===== config.mk =====
export PLATFORM = sky130hd
export DESIGN_NAME = edge_phase_flag
export DESIGN_NICKNAME = d
export VERILOG_FILES = /design/src/rtl/epf_pkg.sv /design/src/rtl/epf_edge_sync.sv /design/src/rtl/epf_flag_core.sv /design/src/rtl/epf_high_meter.sv /design/src/rtl/edge_phase_flag.sv
export SDC_FILE = /design/constraint.sdc
export NUM_CORES = 1
export LEC_CHECK = 0
export ABC_CLOCK_PERIOD_IN_PS = 2150
export BUFFER_PORTS_ARGS = -buffer_cell sky130_fd_sc_hd__buf_2
export CAP_MARGIN = 20
export CORE_MARGIN = 2
export CORE_UTILIZATION = 41
export CTS_BUF_LIST = sky130_fd_sc_hd__clkbuf_16
export DETAILED_ROUTE_END_ITERATION = 7
export SLEW_MARGIN = 20
export SYNTH_ARGS = -nofsm -noshare
export SYNTH_HDL_FRONTEND = slang
export SYNTH_SLANG_ARGS = --single-unit

===== constraint.sdc =====
create_clock -name clk -period 2.15 [get_ports clk]
set_clock_uncertainty 0.05 [all_clocks]
set_input_delay 0.1075 -clock clk [delete_from_list [all_inputs] [get_ports clk]]
set_output_delay 0.1075 -clock clk [all_outputs]
set_load 0.005 [all_outputs]

===== src/rtl/epf_pkg.sv =====
package epf_pkg;

    // Channel indices into the synchroniser array
    localparam int unsigned NUM_CH = 2;
    localparam int unsigned CH_REF = 0;
    localparam int unsigned CH_FB  = 1;

    // Edge events presented to the flag register for one cycle
    typedef struct packed {
        logic set_ev;
        logic clr_ev;
    } flag_req_t;

    typedef enum logic [1:0] {
        FLAG_HOLD  = 2'd0,
        FLAG_SET   = 2'd1,
        FLAG_CLEAR = 2'd2
    } flag_cmd_e;

    // Clear has priority over set
    function automatic flag_cmd_e pick_cmd(input flag_req_t req);
        if (req.clr_ev) begin
            return FLAG_CLEAR;
        end
        if (req.set_ev) begin
            return FLAG_SET;
        end
        return FLAG_HOLD;
    endfunction

    function automatic logic apply_cmd(input flag_cmd_e cmd, input logic cur);
        case (cmd)
            FLAG_SET:   return 1'b1;
            FLAG_CLEAR: return 1'b0;
            default:    return cur;
        endcase
    endfunction

endpackage


===== src/rtl/epf_edge_sync.sv =====
module epf_edge_sync #(
    parameter int unsigned STAGES = 2
) (
    input  logic clk,
    input  logic rst,
    input  logic din,
    output logic rise_o
);

    logic [STAGES-1:0] chain_q;
    logic              prev_q;

    generate
        if (STAGES == 1) begin : g_single
            always_ff @(posedge clk) begin
                if (rst) begin
                    chain_q <= '0;
                end else begin
                    chain_q <= din;
                end
            end
        end else begin : g_chain
            always_ff @(posedge clk) begin
                if (rst) begin
                    chain_q <= '0;
                end else begin
                    chain_q <= {chain_q[STAGES-2:0], din};
                end
            end
        end
    endgenerate

    always_ff @(posedge clk) begin
        if (rst) begin
            prev_q <= 1'b0;
        end else begin
            prev_q <= chain_q[STAGES-1];
        end
    end

    assign rise_o = chain_q[STAGES-1] & ~prev_q;

endmodule


===== src/rtl/epf_flag_core.sv =====
module epf_flag_core
    import epf_pkg::*;
(
    input  logic      clk,
    input  logic      rst,
    input  flag_req_t req,
    output logic      flag_q
);

    flag_cmd_e cmd;
    logic      flag_d;

    always_comb begin
        cmd    = pick_cmd(req);
        flag_d = apply_cmd(cmd, flag_q);
    end

    always_ff @(posedge clk) begin
        if (rst) begin
            flag_q <= 1'b0;
        end else begin
            flag_q <= flag_d;
        end
    end

endmodule


===== src/rtl/epf_high_meter.sv =====
module epf_high_meter #(
    parameter int unsigned CNT_W = 16
) (
    input  logic             clk,
    input  logic             rst,
    input  logic             flag,
    input  logic             latch_ev,
    output logic [CNT_W-1:0] cnt_o,
    output logic             valid_o
);

    localparam logic [CNT_W-1:0] CNT_MAX = {CNT_W{1'b1}};
    localparam logic [CNT_W-1:0] CNT_ONE = {{(CNT_W-1){1'b0}}, 1'b1};

    logic [CNT_W-1:0] acc_q;
    logic [CNT_W-1:0] acc_inc;

    // The current cycle's flag counts toward the period that is closing
    always_comb begin
        if (flag && (acc_q != CNT_MAX)) begin
            acc_inc = acc_q + CNT_ONE;
        end else begin
            acc_inc = acc_q;
        end
    end

    always_ff @(posedge clk) begin
        if (rst) begin
            acc_q   <= '0;
            cnt_o   <= '0;
            valid_o <= 1'b0;
        end else begin
            valid_o <= latch_ev;
            if (latch_ev) begin
                cnt_o <= acc_inc;
                acc_q <= '0;
            end else begin
                acc_q <= acc_inc;
            end
        end
    end

endmodule


===== src/rtl/edge_phase_flag.sv =====
module edge_phase_flag
    import epf_pkg::*;
#(
    parameter int unsigned SYNC_STAGES = 2,
    parameter int unsigned CNT_W       = 16
) (
    input  logic             clk,
    input  logic             rst,
    input  logic             ref_in,
    input  logic             fb_in,
    output logic             flag_o,
    output logic             cnt_valid_o,
    output logic [CNT_W-1:0] high_cnt_o
);

    logic [NUM_CH-1:0] raw_vec;
    logic [NUM_CH-1:0] rise_vec;
    logic              ref_rise;
    logic              fb_rise;
    flag_req_t         req;

    assign raw_vec[CH_REF] = ref_in;
    assign raw_vec[CH_FB]  = fb_in;

    generate
        for (genvar ch = 0; ch < NUM_CH; ch++) begin : g_in
            epf_edge_sync #(
                .STAGES (SYNC_STAGES)
            ) u_sync (
                .clk    (clk),
                .rst    (rst),
                .din    (raw_vec[ch]),
                .rise_o (rise_vec[ch])
            );
        end
    endgenerate

    assign ref_rise   = rise_vec[CH_REF];
    assign fb_rise    = rise_vec[CH_FB];
    assign req.set_ev = ref_rise;
    assign req.clr_ev = fb_rise;

    epf_flag_core u_flag (
        .clk    (clk),
        .rst    (rst),
        .req    (req),
        .flag_q (flag_o)
    );

    epf_high_meter #(
        .CNT_W (CNT_W)
    ) u_meter (
        .clk      (clk),
        .rst      (rst),
        .flag     (flag_o),
        .latch_ev (ref_rise),
        .cnt_o    (high_cnt_o),
        .valid_o  (cnt_valid_o)
    );

endmodule


==> flow_metrics.tcl, run 1 <==
set metrics [dict create \
    status "completed" \
    port_buffers 21 \
    firstDrtPassIters 4 \
    place_ws_ns 0.155 \
    postRouteAntennaNets 0 \
    synth-edff-count 0 \
    post-route-drc-count 0 \
    synth_top_area_cell "dfxtp_1" \
    cp-end-kind "flop" \
    tightest_slew_ns 0.422 \
    final_cell_mix "dfxtp_1, buf_2, nand2_1, nand3_1, a21oi_1" \
    yosysWarnings 0 \
    fillers 414 \
    finalSetupTns_ns 0 \
    hpwl_mm 2.84 \
    synth-seq-cells 40 \
    clockPowerShare_pct 46.6 \
    netlist_instances 193 \
    switching_share_pct 20.9 \
    grt_usage_pct 17.7 \
    nets 224 \
    required_ns 2.28 \
    grt_setup_unrepaired "false" \
    die_h_microns 70.2 \
    cts_setup_buffers 0 \
    critPathKind "flop to flop" \
    cp_top_family "simple AND/OR/NAND/NOR gates" \
    grt_overflow 0 \
    synthDistinctLibCells 48 \
    yosysSeqAreaShare_pct 44.6 \
    p_int_uw 1190 \
    power_density_nw_per_um2 711 \
    num_io_pins 22 \
    cts_tree "built" \
    clk-insertion-delay-late_ns 0.28 \
    drtIter0Drc 80 \
    area_growth_pct 17.6 \
    grt_pass1_vias 1562 \
    avgViaCountPerCell 5.78 \
    ctsHoldBuffers 2 \
    finalCriticalPeriod_ns 2.02 \
    max_cap_viol_count 0 \
    yosys-top-cells-area "dfxtp_1, or4_1, nand3_1" \
    cp_num_buf_inv 0 \
    gp_congestion 0.848 \
    cp-start-kind "flop" \
    seq_power_share_pct 50.2 \
    htreeDepth 2 \
    syn-num-nets 198 \
    final_common_cell "dfxtp_1" \
    vdd_ir_drop_max_uv 409 \
    floorplan.initialDensity_pct 41.8 \
    finalMaxSlewViolations 0 \
    finalHoldViolations 0 \
    timing.final.ws_setup_ns 0.129 \
    clockBufferDepth 2 \
    cts_buffers 5 \
    worst_path_largest_cell_delay_ns 0.44 \
    rows 24 \
    synthArstFlopShare_pct 0 \
    avgSynthCellArea_sq_um 9.31 \
    routed_wl_mm 4.03 \
    path_clk_slew_ns 0.06 \
    cts_root_buffer "clkbuf_16" \
    postLayoutCoreUtil_pct 49.2 \
    cts_sinks 40 \
    setup_violations 0 \
    synth_area_sq_um 1800 \
    cp_data_arrival_time_ns 2.15 \
    max_freq_ghz 0.495 \
    fin_crit_sh_pct 94.0 \
    grt_pass1_wl_mm 7.00 \
    p_sw_uw 313 \
    maxSlewHeadroom_pct 71.7 \
    critPathMaxFanout 7 \
    slowest_stage "dfxtp_1" \
    postCtsResizedCells 0 \
    antenna_found_initial 0 \
    dieArea_sq_um 4930 \
    die_w_microns 70.2 \
    ys.flop_type "dfxtp_1" \
    path_cells "ha_1 > and4_4 > nand4_2 > or3b_1 > a32o_1" \
    antenna_cells 0 \
    core_sq_um 4290 \
    drive_gt1_share_pct 20.9 \
    vias 1573 \
    grt_max_degree 14 \
    hold_class "input pin to flop" \
    wl_per_cell_microns 14.8 \
    synth_top_area_share_pct 44.6 \
    pwr-share-comb_pct 3.2 \
    p_leak_uw 0.000868 \
]
[cells in the mapped netlist, types with 4 or more instances]
cell / instances
nor2_1: 7
a21oi_1: 11
nand3_1: 12
o21ai_0: 7
and3_1: 4
nand4_1: 4
nor3_1: 4
o211ai_1: 8
o21ai_1: 4
or4_1: 9
nor2b_1: 8
dfxtp_1: 40
or3_1: 6
clkbuf_1: 6
nand2_1: 15
[worst reg2reg max path, cell delays in order, from the launching register on]
cell and delay [ns]:
dfxtp_1 0.44, ha_1 0.31, and4_4 0.30, nand4_2 0.17, or3b_1 0.41, a32o_1 0.24
[kinds of logic (layout without fill, tap and decap cells)]
kind of cell / after synthesis / after routing / share of synthesized area, %
XOR/XNOR: 1 / 1 / 0.488
AND/OR/NAND/NOR: 89 / 89 / 31.1
multiplexers: 1 / 1 / 0.557
AO/OA/AOI/OAI: 48 / 48 / 18.7
flip-flops: 40 / 40 / 44.6
adder cells (fa/ha/maj): 1 / 1 / 0.696
buffers and inverters: 13 / 40 / 3.83
[state kept, by name, indices dropped and copies added, names as in the netlist]
| signal | cells |
|---|---|
| u_meter.acc_q | 16 |
| u_meter.cnt_o | 16 |
| g_in.u_sync.chain_q | 4 |
| g_in.u_sync.prev_q | 2 |
| u_flag.flag_q | 1 |
| u_meter.valid_o | 1 |
[through the flow]
stage                     instance area, sq um  cells  hold slack, ns  total power (uW)
final                                     2110    272          0.0494              1500
after global routing                      2110    272          0.0726              1560
after CTS                                 2110    272          0.0484              1510
after detailed placement                  1950    262           0.275               815
after global placement                    1950    262           0.265               814
after floorplan                           1800    193           0.186               797
[metal layers]
metal / routed length, microns / up-vias / global-route usage, %
met5: 0 / - / 0
met4: 34 / 0 / 4.91
met3: 160 / 4 / 4.33
met2: 1950 / 29 / 30.9
met1: 1880 / 746 / 21.6
li1: - / 794 / -
[cell type report]
class                      count  area (sq um)  share of cell area, %
multi-input combinational    140           927                   43.9
sequential                    40           801                   37.9
timing repair buffer          29           170                   8.05
clock buffer                   5           125                   5.92
tap                           52          65.1                   3.08
clock inverter                 3          13.8                  0.651
inverter                       3          11.3                  0.533
[power groups by stage]
stage / registers (uW) / logic, uW / clock network, uW
2_1_floorplan: 768 / 29.3 / 0
3_3_place_gp: 769 / 44.7 / 0
3_5_place_dp: 770 / 45.7 / 0
4_1_cts: 753 / 48.6 / 711
5_1_grt: 754 / 53.7 / 749
6_report: 754 / 47.7 / 701
[path summary, 6_finish.rpt]
check | cells past startpoint | from | to | slack, ns
setup / recovery | 5 | u_meter.acc_q[0]$_SDFF_PP0_ | u_meter.cnt_o[12]$_SDFFE_PP0P_ | 0.13
hold / removal | 2 | rst | g_in[0].u_sync.chain_q[0]$_SDFF_PP0_ | 0.05
setup reg to reg | 5 | u_meter.acc_q[0]$_SDFF_PP0_ | u_meter.cnt_o[12]$_SDFFE_PP0P_ | 0.13
hold reg to reg | 1 | g_in[0].u_sync.chain_q[0]$_SDFF_PP0_ | g_in[0].u_sync.chain_q[1]$_SDFF_PP0_ | 0.39
Note: power is estimated with default switching activity, not from simulation.
==> inputs of run 2 (changes only) <==
PLACE_DENSITY_LB_ADDON = 0.05   (was not set)
==> flow_metrics.tcl, run 2 (synthesis results as in run 1) <==
set metrics [dict create \
    hp-start "rst" \
    critPathMaxFanout 7 \
    antenna_found_initial 0 \
    critPathKind "flop to flop" \
    final_common_cell "dfxtp_1" \
    area_growth_pct 18.6 \
    hold_ws_ns 0.0593 \
    path_cells "ha_1 > and4_4 > nand4_2 > or3b_1 > a32o_1" \
    firstDrtPassIters 4 \
    final_cell_mix "dfxtp_1, buf_2, nand2_1, nand3_1, a21oi_1" \
    timing.final.ws_setup_ns 0.165 \
    tightest_slew_ns 0.809 \
    postRouteAntennaNets 0 \
    clockBufferDepth 2 \
    cp-start-kind "flop" \
    cts_root_buffer "clkbuf_16" \
    status "completed" \
    htreeDepth 2 \
    worst_path_largest_cell_delay_ns 0.42 \
    grt_overflow 0 \
    finalSetupTns_ns 0 \
    finalMaxSlewViolations 0 \
    required_ns 2.27 \
    top_layer_used "met4" \
    die_h_microns 70.2 \
    hold_class "input pin to flop" \
    finalCriticalPeriod_ns 1.98 \
    grt_setup_unrepaired "false" \
    stdcell_area_sq_um 2130 \
    grt_pass1_vias 1463 \
    cts_tree "built" \
    grt_pass1_wl_mm 6.85 \
    multi_input_area_sq_um 927 \
    r2r_start "u_meter.acc_q[0]$_SDFF_PP0_" \
    cts_buffers 5 \
    floorplan.initialDensity_pct 41.8 \
    wl_met2_mm 1.88 \
    drtIter0Drc 99 \
    grt_max_degree 14 \
    die_w_microns 70.2 \
    slowest_stage "dfxtp_1" \
    port_buffers 21 \
    cts_sinks 40 \
    path_clk_slew_ns 0.06 \
    wl_met1_mm 1.85 \
    startpoint "u_meter.acc_q[0]$_SDFF_PP0_" \
    placed_area_sq_um 1950 \
    reg2reg_depth 5 \
    num_io_pins 22 \
    hold_depth 2 \
    avgViaCountPerCell 5.72 \
    gp_congestion 0.786 \
    hpwl_mm 2.73 \
    maxSlewHeadroom_pct 45.9 \
    max_freq_ghz 0.504 \
    core_sq_um 4290 \
    top_regs "u_meter.acc_q (16), u_meter.cnt_o (16), g_in.u_sync.chain_q (4)" \
    wl_per_cell_microns 14.7 \
    vias 1551 \
    max_cap_viol_count 0 \
    setup_violations 0 \
    reg2reg_to "u_meter.cnt_o[12]$_SDFFE_PP0P_" \
    r2r_slack_ns 0.17 \
    min_to "g_in[1].u_sync.chain_q[0]$_SDFF_PP0_" \
    regArea_sq_um 801 \
    post-route-drc-count 0 \
    dr_wl_met3_microns 197 \
    grt_usage_pct 17.6 \
    clk-insertion-delay-late_ns 0.28 \
    rows 24 \
    power_density_nw_per_um2 761 \
    finalHoldViolations 0 \
    p_leak_uw 0.000876 \
    nets 223 \
    cp_data_arrival_time_ns 2.10 \
    fin_crit_sh_pct 92.3 \
    drive_gt1_share_pct 20.5 \
    cp-end-kind "flop" \
    place_ws_ns 0.194 \
    dieArea_sq_um 4930 \
    routed_wl_mm 3.98 \
    fillers 421 \
    vdd_ir_drop_max_uv 392 \
    antenna_cells 0 \
]
[run 2: critical path: cells and delay by family (launching register included)]
kind / cells / cell delay, ns
flops: 1 / 0.42
compound gates: 1 / 0.25
simple gates: 3 / 0.87
fa+ha+maj: 1 / 0.29
[run 2: power by group]
group	total, uW	internal, uW	switching (uW)
Combinational	47.2	17.8	29.4
Clock	821	541	280
Sequential	754	749	5.37
Total	1620	1310	315
[run 2: per-stage QoR]
step                      utilization, %  std cells  power (uW)
after floorplan                        -        193         797
after global placement              45.3        261         814
after detailed placement            45.3        261         815
after CTS                           49.6        271        1650
after global routing                49.6        271        1690
final                               49.6        271        1620
[run 2: layout make-up]
| type | count | area share [%] |
|---|---|---|
| clock buffer | 5 | 5.87 |
| clock inverter | 3 | 1.82 |
| multi-input combinational | 140 | 43.5 |
| inverter | 3 | 0.528 |
| tap | 52 | 3.05 |
| timing repair buffer | 28 | 7.63 |
| sequential | 40 | 37.6 |
[run 2: repair_timing]
| action | 4_1_cts | 5_1_grt |
|---|---|---|
| hold buffers | 2 | 0 |
| gates resized for setup | 0 | 0 |
| hold endpoints to repair | 2 | 0 |
| buffers inserted | 0 | 0 |
[run 2: worst max path at each step]
stage | to | slack, ns
5_1_grt | u_meter.cnt_o[3]$_SDFFE_PP0P_ | 0.04
2_1_floorplan | u_meter.cnt_o[12]$_SDFFE_PP0P_ | 0.32
3_5_place_dp | u_meter.cnt_o[12]$_SDFFE_PP0P_ | 0.19
3_3_place_gp | u_meter.cnt_o[12]$_SDFFE_PP0P_ | 0.24
6_report | u_meter.cnt_o[12]$_SDFFE_PP0P_ | 0.17
4_1_cts | u_meter.cnt_o[12]$_SDFFE_PP0P_ | 0.18
[run 2: routing by layer]
metal	vias to the layer above	global-route usage, %
li1	788	-
met1	709	22.2
met2	46	28.0
met3	8	5.19
met4	0	7.48
met5	-	0
==> inputs of run 3 (changes only) <==
CELL_PAD_IN_SITES_DETAIL_PLACEMENT = 1   (was not set)
CELL_PAD_IN_SITES_GLOBAL_PLACEMENT = 1   (was not set)
MAX_ROUTING_LAYER = met4   (was not set)
==> flow_metrics.tcl, run 3 (synthesis results as in run 1) <==
set metrics [dict create \
    finalSetupTns_ns 0 \
    final_cell_mix "dfxtp_1, buf_2, nand2_1, nand3_1, a21oi_1" \
    clockBufferDepth 2 \
    grt_overflow 0 \
    rows 24 \
    area_growth_pct 17.5 \
    grt_max_degree 16 \
    finalHoldViolations 0 \
    cts_root_buffer "clkbuf_16" \
    antenna_found_initial 0 \
    max_freq_ghz 0.494 \
    cp_data_arrival_time_ns 2.14 \
    num_io_pins 22 \
    hpwl_mm 3.26 \
    drtIter0Drc 73 \
    floorplan.initialDensity_pct 41.8 \
    grt_pass1_vias 1622 \
    critPathKind "flop to flop" \
    avgViaCountPerCell 5.93 \
    die_w_microns 70.2 \
    maxSlewHeadroom_pct 69.8 \
    cp_num_buf_inv 0 \
    firstDrtPassIters 4 \
    grt_setup_unrepaired "false" \
    power_density_nw_per_um2 705 \
    cp_top_family "simple AND/OR/NAND/NOR gates" \
    vias 1614 \
    final_common_cell "dfxtp_1" \
    path_cells "ha_1 > and4_4 > nand4_2 > or3b_1 > a32o_1" \
    status "completed" \
    dpl.cell_count 262 \
    cp-end-kind "flop" \
    p_leak_uw 0.000870 \
    gp_congestion 0.774 \
    total_power_uw 1490 \
    drive_gt1_share_pct 20.0 \
    cts_tree "built" \
    clk-insertion-delay-late_ns 0.28 \
    required_ns 2.27 \
    top_regs "u_meter.acc_q (16), u_meter.cnt_o (16), g_in.u_sync.chain_q (4)" \
    hold_class "input pin to flop" \
    hold_ws_ns 0.0619 \
    finalCriticalPeriod_ns 2.03 \
    dieArea_sq_um 4930 \
    hold_depth 2 \
    die_h_microns 70.2 \
    critical_path_depth 5 \
    cts_sinks 40 \
    port_buffers 21 \
    critPathMaxFanout 7 \
    tightest_slew_ns 0.450 \
    path_clk_slew_ns 0.06 \
    grt_usage_pct 20.3 \
    instances_no_fill 272 \
    worst_path_largest_cell_delay_ns 0.43 \
    max_cap_viol_count 0 \
    postRouteAntennaNets 0 \
    cts_setup_buffers 0 \
    cts_buffers 5 \
    setup_violations 0 \
    nets 224 \
    r2r_start "u_meter.acc_q[0]$_SDFF_PP0_" \
    hp-start "rst" \
    routed_wl_mm 4.57 \
    post-route-drc-count 0 \
    finalMaxSlewViolations 0 \
    antenna_cells 0 \
    htreeDepth 2 \
    vdd_ir_drop_max_uv 413 \
    wl_per_cell_microns 16.8 \
    core_sq_um 4290 \
    grt_pass1_wl_mm 7.67 \
    cp-start-kind "flop" \
    startpoint "u_meter.acc_q[0]$_SDFF_PP0_" \
    fin_crit_sh_pct 94.2 \
    slowest_stage "dfxtp_1" \
    reg2reg_depth 5 \
]
run 3: cell types whose count changed in the layout (fill, tap and decap cells not counted), sizes merged:
cell / change
buf: +1
bufinv: -1
inv: +1
run 3: per-layer routing:
layer,routed length (microns),global-route usage [%]
met1,2050,23.4
met3,118,4.33
met2,2320,34.4
met4,82,8.55
met5,0,-
run 3: layout make-up:
cell class / count / area [sq um]
sequential: 40 / 801
clock inverter: 3 / 11.3
clock buffer: 5 / 125
tap: 52 / 65.1
fill: 510 / 2180
inverter: 3 / 11.3
timing repair buffer: 29 / 170
multi-input combinational: 140 / 927
run 3: where the power goes:
part           switching (uW)  leakage (uW)  total (uW)  internal (uW)
clock                     267     0.0000738         684            417
combinational            31.0      0.000473        49.9           18.9
sequential               5.27      0.000323         754            749
total                     303      0.000870        1490           1180
run 3: metrics by stage:
step                utilization, %  setup WS (ns)  area, sq um
global route                  49.2         0.0202         2110
global placement              45.5          0.233         1950
floorplan                        -          0.322         1800
finish                        49.2          0.125         2110
detailed placement            45.5          0.140         1950
CTS                           49.2          0.132         2110
run 3: what timing repair did:
action	in CTS	in global routing
setup endpoints to repair	0	0
hold buffers	2	0
hold endpoints to repair	2	0
resized for setup	0	0
run 3: worst paths after layout:
kind,endpoint,slack [ns]
worst max-delay path,u_meter.cnt_o[12]$_SDFFE_PP0P_,0.12
worst min-delay path,g_in[1].u_sync.prev_q$_SDFF_PP0_,0.06
worst max register to register,u_meter.cnt_o[12]$_SDFFE_PP0P_,0.12
worst min register to register,g_in[0].u_sync.chain_q[1]$_SDFF_PP0_,0.39
